**config.mk**
```make
export PLATFORM = sky130hd
export DESIGN_NAME = tx_commit_unit
export DESIGN_NICKNAME = d
export VERILOG_FILES = /design/src/rtl/txn_pkg.sv /design/src/rtl/txn_mem.sv /design/src/rtl/txn_rset.sv /design/src/rtl/txn_wbuf.sv /design/src/rtl/tx_commit_unit.sv
export SDC_FILE = /design/constraint.sdc
export NUM_CORES = 2
export LEC_CHECK = 0
export ABC_AREA = 1
export BUFFER_PORTS_ARGS = -buffer_cell sky130_fd_sc_hd__buf_2
export CORE_AREA = 8 8 242 419
export CTS_CLUSTER_DIAMETER = 120
export CTS_CLUSTER_SIZE = 14
export DETAILED_ROUTE_END_ITERATION = 12
export DIE_AREA = 0 0 250 427
export GPL_ROUTABILITY_DRIVEN = 0
export PLACE_DENSITY = 0.42
export SLEW_MARGIN = 20
export SYNTH_ARGS = -nofsm -noshare
export SYNTH_HDL_FRONTEND = slang
export SYNTH_SLANG_ARGS = --single-unit
```
**constraint.sdc**
```tcl
create_clock -name clk -period 6.4 [get_ports clk]
set_input_delay 0.32 -clock clk [delete_from_list [all_inputs] [get_ports clk]]
set_output_delay 0.32 -clock clk [all_outputs]
set_load 0.005 [all_outputs]
```
**src/rtl/txn_pkg.sv**
```systemverilog
package txn_pkg;

    typedef enum logic [2:0] {
        OP_NOP    = 3'd0,
        OP_BEGIN  = 3'd1,
        OP_READ   = 3'd2,
        OP_WRITE  = 3'd3,
        OP_COMMIT = 3'd4,
        OP_ABORT  = 3'd5
    } op_e;

    typedef enum logic [1:0] {
        RSN_NONE     = 2'b00,
        RSN_SW       = 2'b01,
        RSN_CONFLICT = 2'b10,
        RSN_FULL     = 2'b11
    } reason_e;

    typedef enum logic [1:0] {
        ST_IDLE  = 2'd0,
        ST_TX    = 2'd1,
        ST_DRAIN = 2'd2
    } state_e;

endpackage

```
**src/rtl/txn_mem.sv**
```systemverilog
// Word array with a core port and an external port; core write wins on a tie.
module txn_mem #(
    parameter int AW = 4,
    parameter int DW = 16,
    localparam int DEPTH = 1 << AW
) (
    input  logic          clk,
    input  logic          rst_n,
    input  logic          core_we,
    input  logic [AW-1:0] core_waddr,
    input  logic [DW-1:0] core_wdata,
    input  logic [AW-1:0] core_raddr,
    output logic [DW-1:0] core_rdata,
    input  logic          ext_we,
    input  logic [AW-1:0] ext_waddr,
    input  logic [DW-1:0] ext_wdata,
    input  logic [AW-1:0] ext_raddr,
    output logic [DW-1:0] ext_rdata
);
    logic [DEPTH-1:0][DW-1:0] mem_q, mem_d;

    always_comb begin
        mem_d = mem_q;
        if (ext_we)  mem_d[ext_waddr]  = ext_wdata;
        if (core_we) mem_d[core_waddr] = core_wdata;
    end

    always_ff @(posedge clk) begin
        if (!rst_n) mem_q <= '0;
        else        mem_q <= mem_d;
    end

    assign core_rdata = mem_q[core_raddr];
    assign ext_rdata  = mem_q[ext_raddr];
endmodule

```
**src/rtl/txn_rset.sv**
```systemverilog
// Read set kept as one bit per memory word.
module txn_rset #(
    parameter int AW = 4,
    localparam int DEPTH = 1 << AW
) (
    input  logic          clk,
    input  logic          rst_n,
    input  logic          clear,
    input  logic          mark_en,
    input  logic [AW-1:0] mark_addr,
    input  logic [AW-1:0] probe_addr,
    output logic          probe_hit
);
    logic [DEPTH-1:0] bits_q, bits_d;

    always_comb begin
        bits_d = bits_q;
        if (clear)        bits_d = '0;
        else if (mark_en) bits_d[mark_addr] = 1'b1;
    end

    always_ff @(posedge clk) begin
        if (!rst_n) bits_q <= '0;
        else        bits_q <= bits_d;
    end

    assign probe_hit = bits_q[probe_addr];
endmodule

```
**src/rtl/txn_wbuf.sv**
```systemverilog
// Private write buffer: entries fill in order, a hit overwrites in place.
module txn_wbuf #(
    parameter int AW   = 4,
    parameter int DW   = 16,
    parameter int NENT = 8,
    localparam int CW  = $clog2(NENT + 1),
    localparam int IW  = (NENT > 1) ? $clog2(NENT) : 1
) (
    input  logic          clk,
    input  logic          rst_n,
    input  logic          clear,
    input  logic          put_en,
    input  logic [AW-1:0] look_addr,
    input  logic [DW-1:0] put_data,
    output logic          look_hit,
    output logic [DW-1:0] look_data,
    input  logic [AW-1:0] snp_addr,
    output logic          snp_hit,
    output logic          full,
    output logic [CW-1:0] count,
    input  logic [IW-1:0] rd_idx,
    output logic [AW-1:0] rd_addr,
    output logic [DW-1:0] rd_data
);
    typedef struct packed {
        logic [NENT-1:0][AW-1:0] addr;
        logic [NENT-1:0][DW-1:0] data;
        logic [CW-1:0]           cnt;
    } wb_t;

    wb_t           s_q, s_d;
    logic [IW-1:0] hit_idx;

    always_comb begin
        look_hit  = 1'b0;
        look_data = '0;
        snp_hit   = 1'b0;
        hit_idx   = '0;
        for (int i = 0; i < NENT; i++) begin
            if (CW'(i) < s_q.cnt) begin
                if (s_q.addr[i] == look_addr) begin
                    look_hit  = 1'b1;
                    look_data = s_q.data[i];
                    hit_idx   = IW'(i);
                end
                if (s_q.addr[i] == snp_addr) snp_hit = 1'b1;
            end
        end
    end

    assign full = (s_q.cnt == CW'(NENT));

    always_comb begin
        s_d = s_q;
        if (clear) begin
            s_d.cnt = '0;
        end else if (put_en) begin
            if (look_hit) begin
                s_d.data[hit_idx] = put_data;
            end else if (!full) begin
                s_d.addr[s_q.cnt[IW-1:0]] = look_addr;
                s_d.data[s_q.cnt[IW-1:0]] = put_data;
                s_d.cnt = s_q.cnt + 1'b1;
            end
        end
    end

    always_ff @(posedge clk) begin
        if (!rst_n) s_q <= '0;
        else        s_q <= s_d;
    end

    assign count   = s_q.cnt;
    assign rd_addr = s_q.addr[rd_idx];
    assign rd_data = s_q.data[rd_idx];
endmodule

```
**src/rtl/tx_commit_unit.sv**
```systemverilog
module tx_commit_unit
    import txn_pkg::*;
#(
    parameter int AW   = 4,
    parameter int DW   = 16,
    parameter int NENT = 8,
    parameter int FW   = 12,
    localparam int CW  = $clog2(NENT + 1),
    localparam int IW  = (NENT > 1) ? $clog2(NENT) : 1
) (
    input  logic          clk,
    input  logic          rst_n,
    input  logic          req_valid,
    output logic          req_ready,
    input  logic [2:0]    req_op,
    input  logic [AW-1:0] req_addr,
    input  logic [DW-1:0] req_wdata,
    input  logic [FW-1:0] req_fallback,
    output logic          rsp_valid,
    output logic [DW-1:0] rsp_rdata,
    output logic          tx_active,
    output logic          commit_done,
    output logic          abort_pulse,
    output logic [1:0]    abort_reason,
    output logic [FW-1:0] resume_addr,
    input  logic          ext_valid,
    output logic          ext_ready,
    input  logic          ext_we,
    input  logic [AW-1:0] ext_addr,
    input  logic [DW-1:0] ext_wdata,
    output logic [DW-1:0] ext_rdata
);
    typedef struct packed {
        state_e        st;
        logic [FW-1:0] fb;
        reason_e       rsn;
        logic          abt;
        logic          cdone;
        logic          rv;
        logic [DW-1:0] rd;
        logic [IW-1:0] idx;
    } ctl_t;

    ctl_t q, d;

    // sub-block wires
    logic          wb_put, wb_clr, wb_hit, wb_snp_hit, wb_full;
    logic [DW-1:0] wb_data, wb_rd_data;
    logic [AW-1:0] wb_rd_addr;
    logic [CW-1:0] wb_count;
    logic          rs_mark, rs_clr, rs_hit;
    logic          core_we;
    logic [AW-1:0] core_waddr;
    logic [DW-1:0] core_wdata, mem_rdata;

    logic acc, ext_wr, addr_match, conflict;
    op_e  op;

    assign op        = op_e'(req_op);
    assign req_ready = (q.st != ST_DRAIN);
    assign ext_ready = (q.st != ST_DRAIN);
    assign acc       = req_valid && req_ready;
    assign ext_wr    = ext_valid && ext_ready && ext_we;

    // a read or write issued in the same cycle as a remote write counts too
    assign addr_match = acc && ((op == OP_READ) || (op == OP_WRITE)) && (req_addr == ext_addr);
    assign conflict   = (q.st == ST_TX) && ext_wr && (rs_hit || wb_snp_hit || addr_match);

    always_comb begin
        d          = q;
        d.abt      = 1'b0;
        d.cdone    = 1'b0;
        d.rv       = 1'b0;
        wb_put     = 1'b0;
        wb_clr     = 1'b0;
        rs_mark    = 1'b0;
        rs_clr     = 1'b0;
        core_we    = 1'b0;
        core_waddr = req_addr;
        core_wdata = req_wdata;

        unique case (q.st)
            ST_IDLE: begin
                if (acc) begin
                    unique case (op)
                        OP_BEGIN: begin
                            d.st  = ST_TX;
                            d.fb  = req_fallback;
                            d.rsn = RSN_NONE;
                        end
                        OP_READ: begin
                            d.rv = 1'b1;
                            d.rd = mem_rdata;
                        end
                        OP_WRITE: core_we = 1'b1;
                        default: ;
                    endcase
                end
            end

            ST_TX: begin
                if (conflict) begin
                    d.st  = ST_IDLE;
                    d.abt = 1'b1;
                    d.rsn = RSN_CONFLICT;
                    wb_clr = 1'b1;
                    rs_clr = 1'b1;
                end else if (acc) begin
                    unique case (op)
                        OP_READ: begin
                            d.rv    = 1'b1;
                            d.rd    = wb_hit ? wb_data : mem_rdata;
                            rs_mark = 1'b1;
                        end
                        OP_WRITE: begin
                            if (wb_hit || !wb_full) begin
                                wb_put = 1'b1;
                            end else begin
                                d.st  = ST_IDLE;
                                d.abt = 1'b1;
                                d.rsn = RSN_FULL;
                                wb_clr = 1'b1;
                                rs_clr = 1'b1;
                            end
                        end
                        OP_COMMIT: begin
                            if (wb_count == '0) begin
                                d.st    = ST_IDLE;
                                d.cdone = 1'b1;
                                rs_clr  = 1'b1;
                            end else begin
                                d.st  = ST_DRAIN;
                                d.idx = '0;
                            end
                        end
                        OP_ABORT: begin
                            d.st  = ST_IDLE;
                            d.abt = 1'b1;
                            d.rsn = RSN_SW;
                            wb_clr = 1'b1;
                            rs_clr = 1'b1;
                        end
                        default: ;
                    endcase
                end
            end

            ST_DRAIN: begin
                core_we    = 1'b1;
                core_waddr = wb_rd_addr;
                core_wdata = wb_rd_data;
                if ((CW'(q.idx) + 1'b1) == wb_count) begin
                    d.st    = ST_IDLE;
                    d.cdone = 1'b1;
                    wb_clr  = 1'b1;
                    rs_clr  = 1'b1;
                end else begin
                    d.idx = q.idx + 1'b1;
                end
            end

            default: d.st = ST_IDLE;
        endcase
    end

    always_ff @(posedge clk) begin
        if (!rst_n) begin
            q     <= '0;
            q.st  <= ST_IDLE;
            q.rsn <= RSN_NONE;
        end else begin
            q <= d;
        end
    end

    txn_wbuf #(.AW(AW), .DW(DW), .NENT(NENT)) wbuf_i (
        .clk       (clk),
        .rst_n     (rst_n),
        .clear     (wb_clr),
        .put_en    (wb_put),
        .look_addr (req_addr),
        .put_data  (req_wdata),
        .look_hit  (wb_hit),
        .look_data (wb_data),
        .snp_addr  (ext_addr),
        .snp_hit   (wb_snp_hit),
        .full      (wb_full),
        .count     (wb_count),
        .rd_idx    (q.idx),
        .rd_addr   (wb_rd_addr),
        .rd_data   (wb_rd_data)
    );

    txn_rset #(.AW(AW)) rset_i (
        .clk        (clk),
        .rst_n      (rst_n),
        .clear      (rs_clr),
        .mark_en    (rs_mark),
        .mark_addr  (req_addr),
        .probe_addr (ext_addr),
        .probe_hit  (rs_hit)
    );

    txn_mem #(.AW(AW), .DW(DW)) mem_i (
        .clk        (clk),
        .rst_n      (rst_n),
        .core_we    (core_we),
        .core_waddr (core_waddr),
        .core_wdata (core_wdata),
        .core_raddr (req_addr),
        .core_rdata (mem_rdata),
        .ext_we     (ext_wr),
        .ext_waddr  (ext_addr),
        .ext_wdata  (ext_wdata),
        .ext_raddr  (ext_addr),
        .ext_rdata  (ext_rdata)
    );

    assign rsp_valid    = q.rv;
    assign rsp_rdata    = q.rd;
    assign tx_active    = (q.st != ST_IDLE);
    assign commit_done  = q.cdone;
    assign abort_pulse  = q.abt;
    assign abort_reason = q.rsn;
    assign resume_addr  = q.fb;
endmodule

```
==> flow_summary_export.csv <==
group,metric,value,unit
global_routing,antenna_found_initial,3,
place,port_buffers,111,
worst_setup_path,cpMostUsedCell,"nand2_1",
worst_setup_path,worst_ep_required_time,6.86,ns
die,die_x,250,um
clock_tree,cts-buffers-inserted,39,
worst_setup_path,end_kind,"register",
worst_setup_path,path_cells,"inv_1 -> ha_1 -> inv_1 -> a21oi_1 -> nor2_1 -> nand2_1 -> nand2_1 -> nor2_2 -> nand2_2 -> inv_1 -> o21ai_0 -> nand2_1 -> nand2_1 -> nand2_1 -> a21oi_1",
worst_setup_path,slowest_delay,0.65,ns
layout,n_fill_cell,10800,
global_routing,grt_pass1_wl,202000,um
clock_tree,root_buffer,"clkbuf_16",
die,row_count,151,
layout,syn2layout_area_growth,7.99,%
clock_tree,max-clock-path-buffers,3,
synthesis,synth_seq_cells,474,
routing,wl_per_cell,24.6,um
timing,skew,0.0208,ns
die,die_area,107000,um2
routing,ant_nets,0,
routing,via_per_inst,5.48,
global_routing,grt_start_max_net_pins,177,
clock_tree,clock_sinks,474,
clock_tree,clkLatencyLatePin,0.61,ns
timing,tns,0,ns
clock_tree,cts_max_level,2,
timing,finalCritPeriodShare,74.7,%
place,detailed_place_hpwl,90600,um
run,max_cap_violations,0,
synthesis,synth_area_per_cell,6.23,um2
worst_setup_path,crit_type,"reg -> reg",
power_and_ir_drop,ir_drop,0.000158,V
timing,rsz0062_at_grt,"no",
clock_tree,cts.clk_slew.worst_paths,0.07,ns
die,die_h,427,um
routing,drt_first_pass_iters,8,
die,start_util,29.6,%
layout,nets,4471,
synthesis,yosysUniqueCellTypes,42,
routing,dr_wl_met3,6640,um
power_and_ir_drop,leakage,12.1,nW
timing,finalHoldViolCount,0,
global_routing,overflow,0,
worst_setup_path,cpMaxStageDelayCell,"nand2_1",
synthesis,syn_area,28400,um2
routing,wirelength,139000,um
routing,wl_met2,70300,um
timing,worst_slew_pin_slew,1.19,ns
timing,finalSetupViolations,0,
worst_setup_path,path_max_fanout,20,
die,boundaryPins,112,
global_routing,grt_pass1_vias,29400,
routing,wl_met1,53200,um
clock_tree,cts_tree,"done",
clock_tree,cts_setup_buffers,0,
timing,period_minus_slack,4.78,ns
routing,dr_total_vias,30900,
routing,drc_errors,0,
run_status,status,"finished clean",
place,place_area,29500,um2
timing,maxSlewHeadroom,20.5,%
global_routing,grt.total_usage,25.0,%
worst_setup_path,worstPathArrival,5.23,ns
layout,fin_area,30700,um2
routing,first_iter_violations,2460,
synthesis,syn_nets,4627,
layout,drive_above_1_share,6.96,%
synthesis,ys_warn_count,0,
min_path,worstHoldPathType,"in -> reg",
routing,top_layer_used,"met4",
die,coreArea,96000,um2
worst_setup_path,critPathLaunchType,"register",
timing,drv_slew,0,
power_and_ir_drop,p_per_area,227,nW/um2
synthesis,synth_cells,4561,
synthesis,yosysSeqAreaShare,33.4,%
timing,fmax,0.209,GHz
## worst paths after layout
kind | from | endpoint | slack [ns] | cells past startpoint
max reg2reg | wbuf_i.count[0] | wbuf_i.s_q[62] | 1.62 | 15
min | req_wdata[12] | wbuf_i.s_q[48] | 0.05 | 3
max | wbuf_i.count[0] | wbuf_i.s_q[62] | 1.62 | 15
min reg2reg | wbuf_i.s_q[81] | wbuf_i.s_q[81] | 0.47 | 2
## metrics by stage
stage	instances	setup WS, ns	power, mW	utilization [%]	hold slack, ns
floorplan	4561	3.85	4.01	-	0.439
global placement	5576	1.59	4.64	30.7	0.448
detailed placement	5576	1.49	4.63	30.7	0.455
CTS	5632	1.53	7.05	32.0	0.00378
global route	5632	1.23	7.25	32.0	0.0571
finish	5634	1.62	6.97	32.0	0.0500
## layout by cell type, fill, tap and decap left out, types with 2 or more instances in the layout
master	n
nand2_1	1178
o21ai_0	710
a21oi_1	492
dfxtp_1	473
nor2_1	367
inv_1	257
nand3_1	247
a22oi_1	208
buf_2	108
buf_4	81
nand4_1	49
clkbuf_16	40
nor2_4	27
xnor2_1	22
a31oi_1	16
xor2_1	16
inv_2	14
dlygate4sd3_1	12
nor3_1	11
nor2_2	10
o21ai_1	9
nand2_2	8
o22ai_1	6
o21bai_1	6
ha_1	6
or2_2	4
clkinv_1	3
diode_2	2
o221ai_1	2
o211ai_1	2
o2111ai_1	2
nand3_2	2
nand3b_1	2
nand2_4	2
inv_6	2
o31ai_1	2
## power breakdown
group / switching [mW] / internal (mW)
Sequential: 0.0934 / 3.05
Clock: 1.25 / 1.13
Combinational: 1.09 / 0.357
## cell usage after synthesis
library cell	count	area [um2]
o21bai_1	6	45.0
buf_4	42	315
nor3_1	11	55.1
o22a_1	1	8.76
o221ai_1	2	17.5
buf_1	19	71.3
nor3_2	1	10.0
a211oi_1	1	7.51
a21oi_1	492	2460
nor2_1	393	1480
nor2_4	6	67.6
o211ai_1	2	15.0
a31oi_1	16	100
nand3b_4	1	20.0
nand3_1	247	1240
dfxtp_1	474	9490
xnor2_1	22	193
clkbuf_1	281	1050
nor2_8	1	20.0
buf_6	9	101
nand4_1	49	307
nand2_2	8	50.1
inv_1	260	976
o31ai_1	2	15.0
o21ai_0	710	3550
inv_2	11	41.3
nand2_1	1178	4420
nand2_4	2	22.5
nor2_2	5	31.3
inv_6	1	8.76
buf_2	49	245
o22ai_1	6	37.5
clkinv_1	3	11.3
xor2_1	16	140
nand3_2	2	20.0
ha_1	6	75.1
or2_2	4	25.0
nand2_8	1	20.0
o21ai_1	9	45.0
o2111ai_1	2	17.5
a22oi_1	208	1560
nand3b_1	2	15.0
## worst max-delay path, delay by kind of cell, from the launching register on
| kind | cells | cell delay [ns] |
|---|---|---|
| AO/OA/AOI/OAI | 3 | 0.40 |
| buffers and inverters | 3 | 0.54 |
| flip-flops | 1 | 0.42 |
| AND/OR/NAND/NOR | 8 | 3.05 |
| adder cells (fa/ha/maj) | 1 | 0.20 |
## flip-flops by register name, summed over array words and instances (netlist names)
name           count
mem_i.mem_q      256
wbuf_i.s_q       160
rset_i.bits_q     16
rsp_rdata         16
resume_addr       12
q                  5
wbuf_i.count       4
abort_reason       2
abort_pulse        1
commit_done        1
rsp_valid          1
## layout make-up
| cell class | instances | area (um2) | area share, % |
|---|---|---|---|
| multi-input cells | 3412 | 16300 | 53.0 |
| flip-flops and latches | 474 | 9490 | 30.9 |
| well taps | 1224 | 1530 | 4.99 |
| repair buffers | 203 | 1300 | 4.25 |
| clock inverters | 2 | 25.0 | 0.0816 |
| inverters | 275 | 1040 | 3.38 |
| clock buffers | 42 | 1020 | 3.32 |
| diodes | 2 | 5.00 | 0.0163 |
## kinds of logic (layout without fill, tap and decap cells)
group	after synthesis	count (layout)	synth area share (%)
AOI/OAI and AO/OA	1457	1457	27.8
DFF	474	474	33.4
and+or+nand+nor	1911	1911	27.4
buffers and inverters	675	522	9.95
other	0	2	0
xor gates and xnor gates	38	38	1.17
adders and majority gates	6	6	0.264
## layer usage
metal	track usage, %	vias up
met1	27.8	14600
met5	0	-
met4	13.8	0
met3	2.68	304
li1	-	14900
met2	46.1	1096
## repair_timing
action / CTS / global route
setup endpoints to repair: 0 / 0
gates resized for setup: 0 / 0
endpoints found under the hold margin: 12 / 0
hold buffers: 12 / 0
Power figures use the tool's default switching activity.
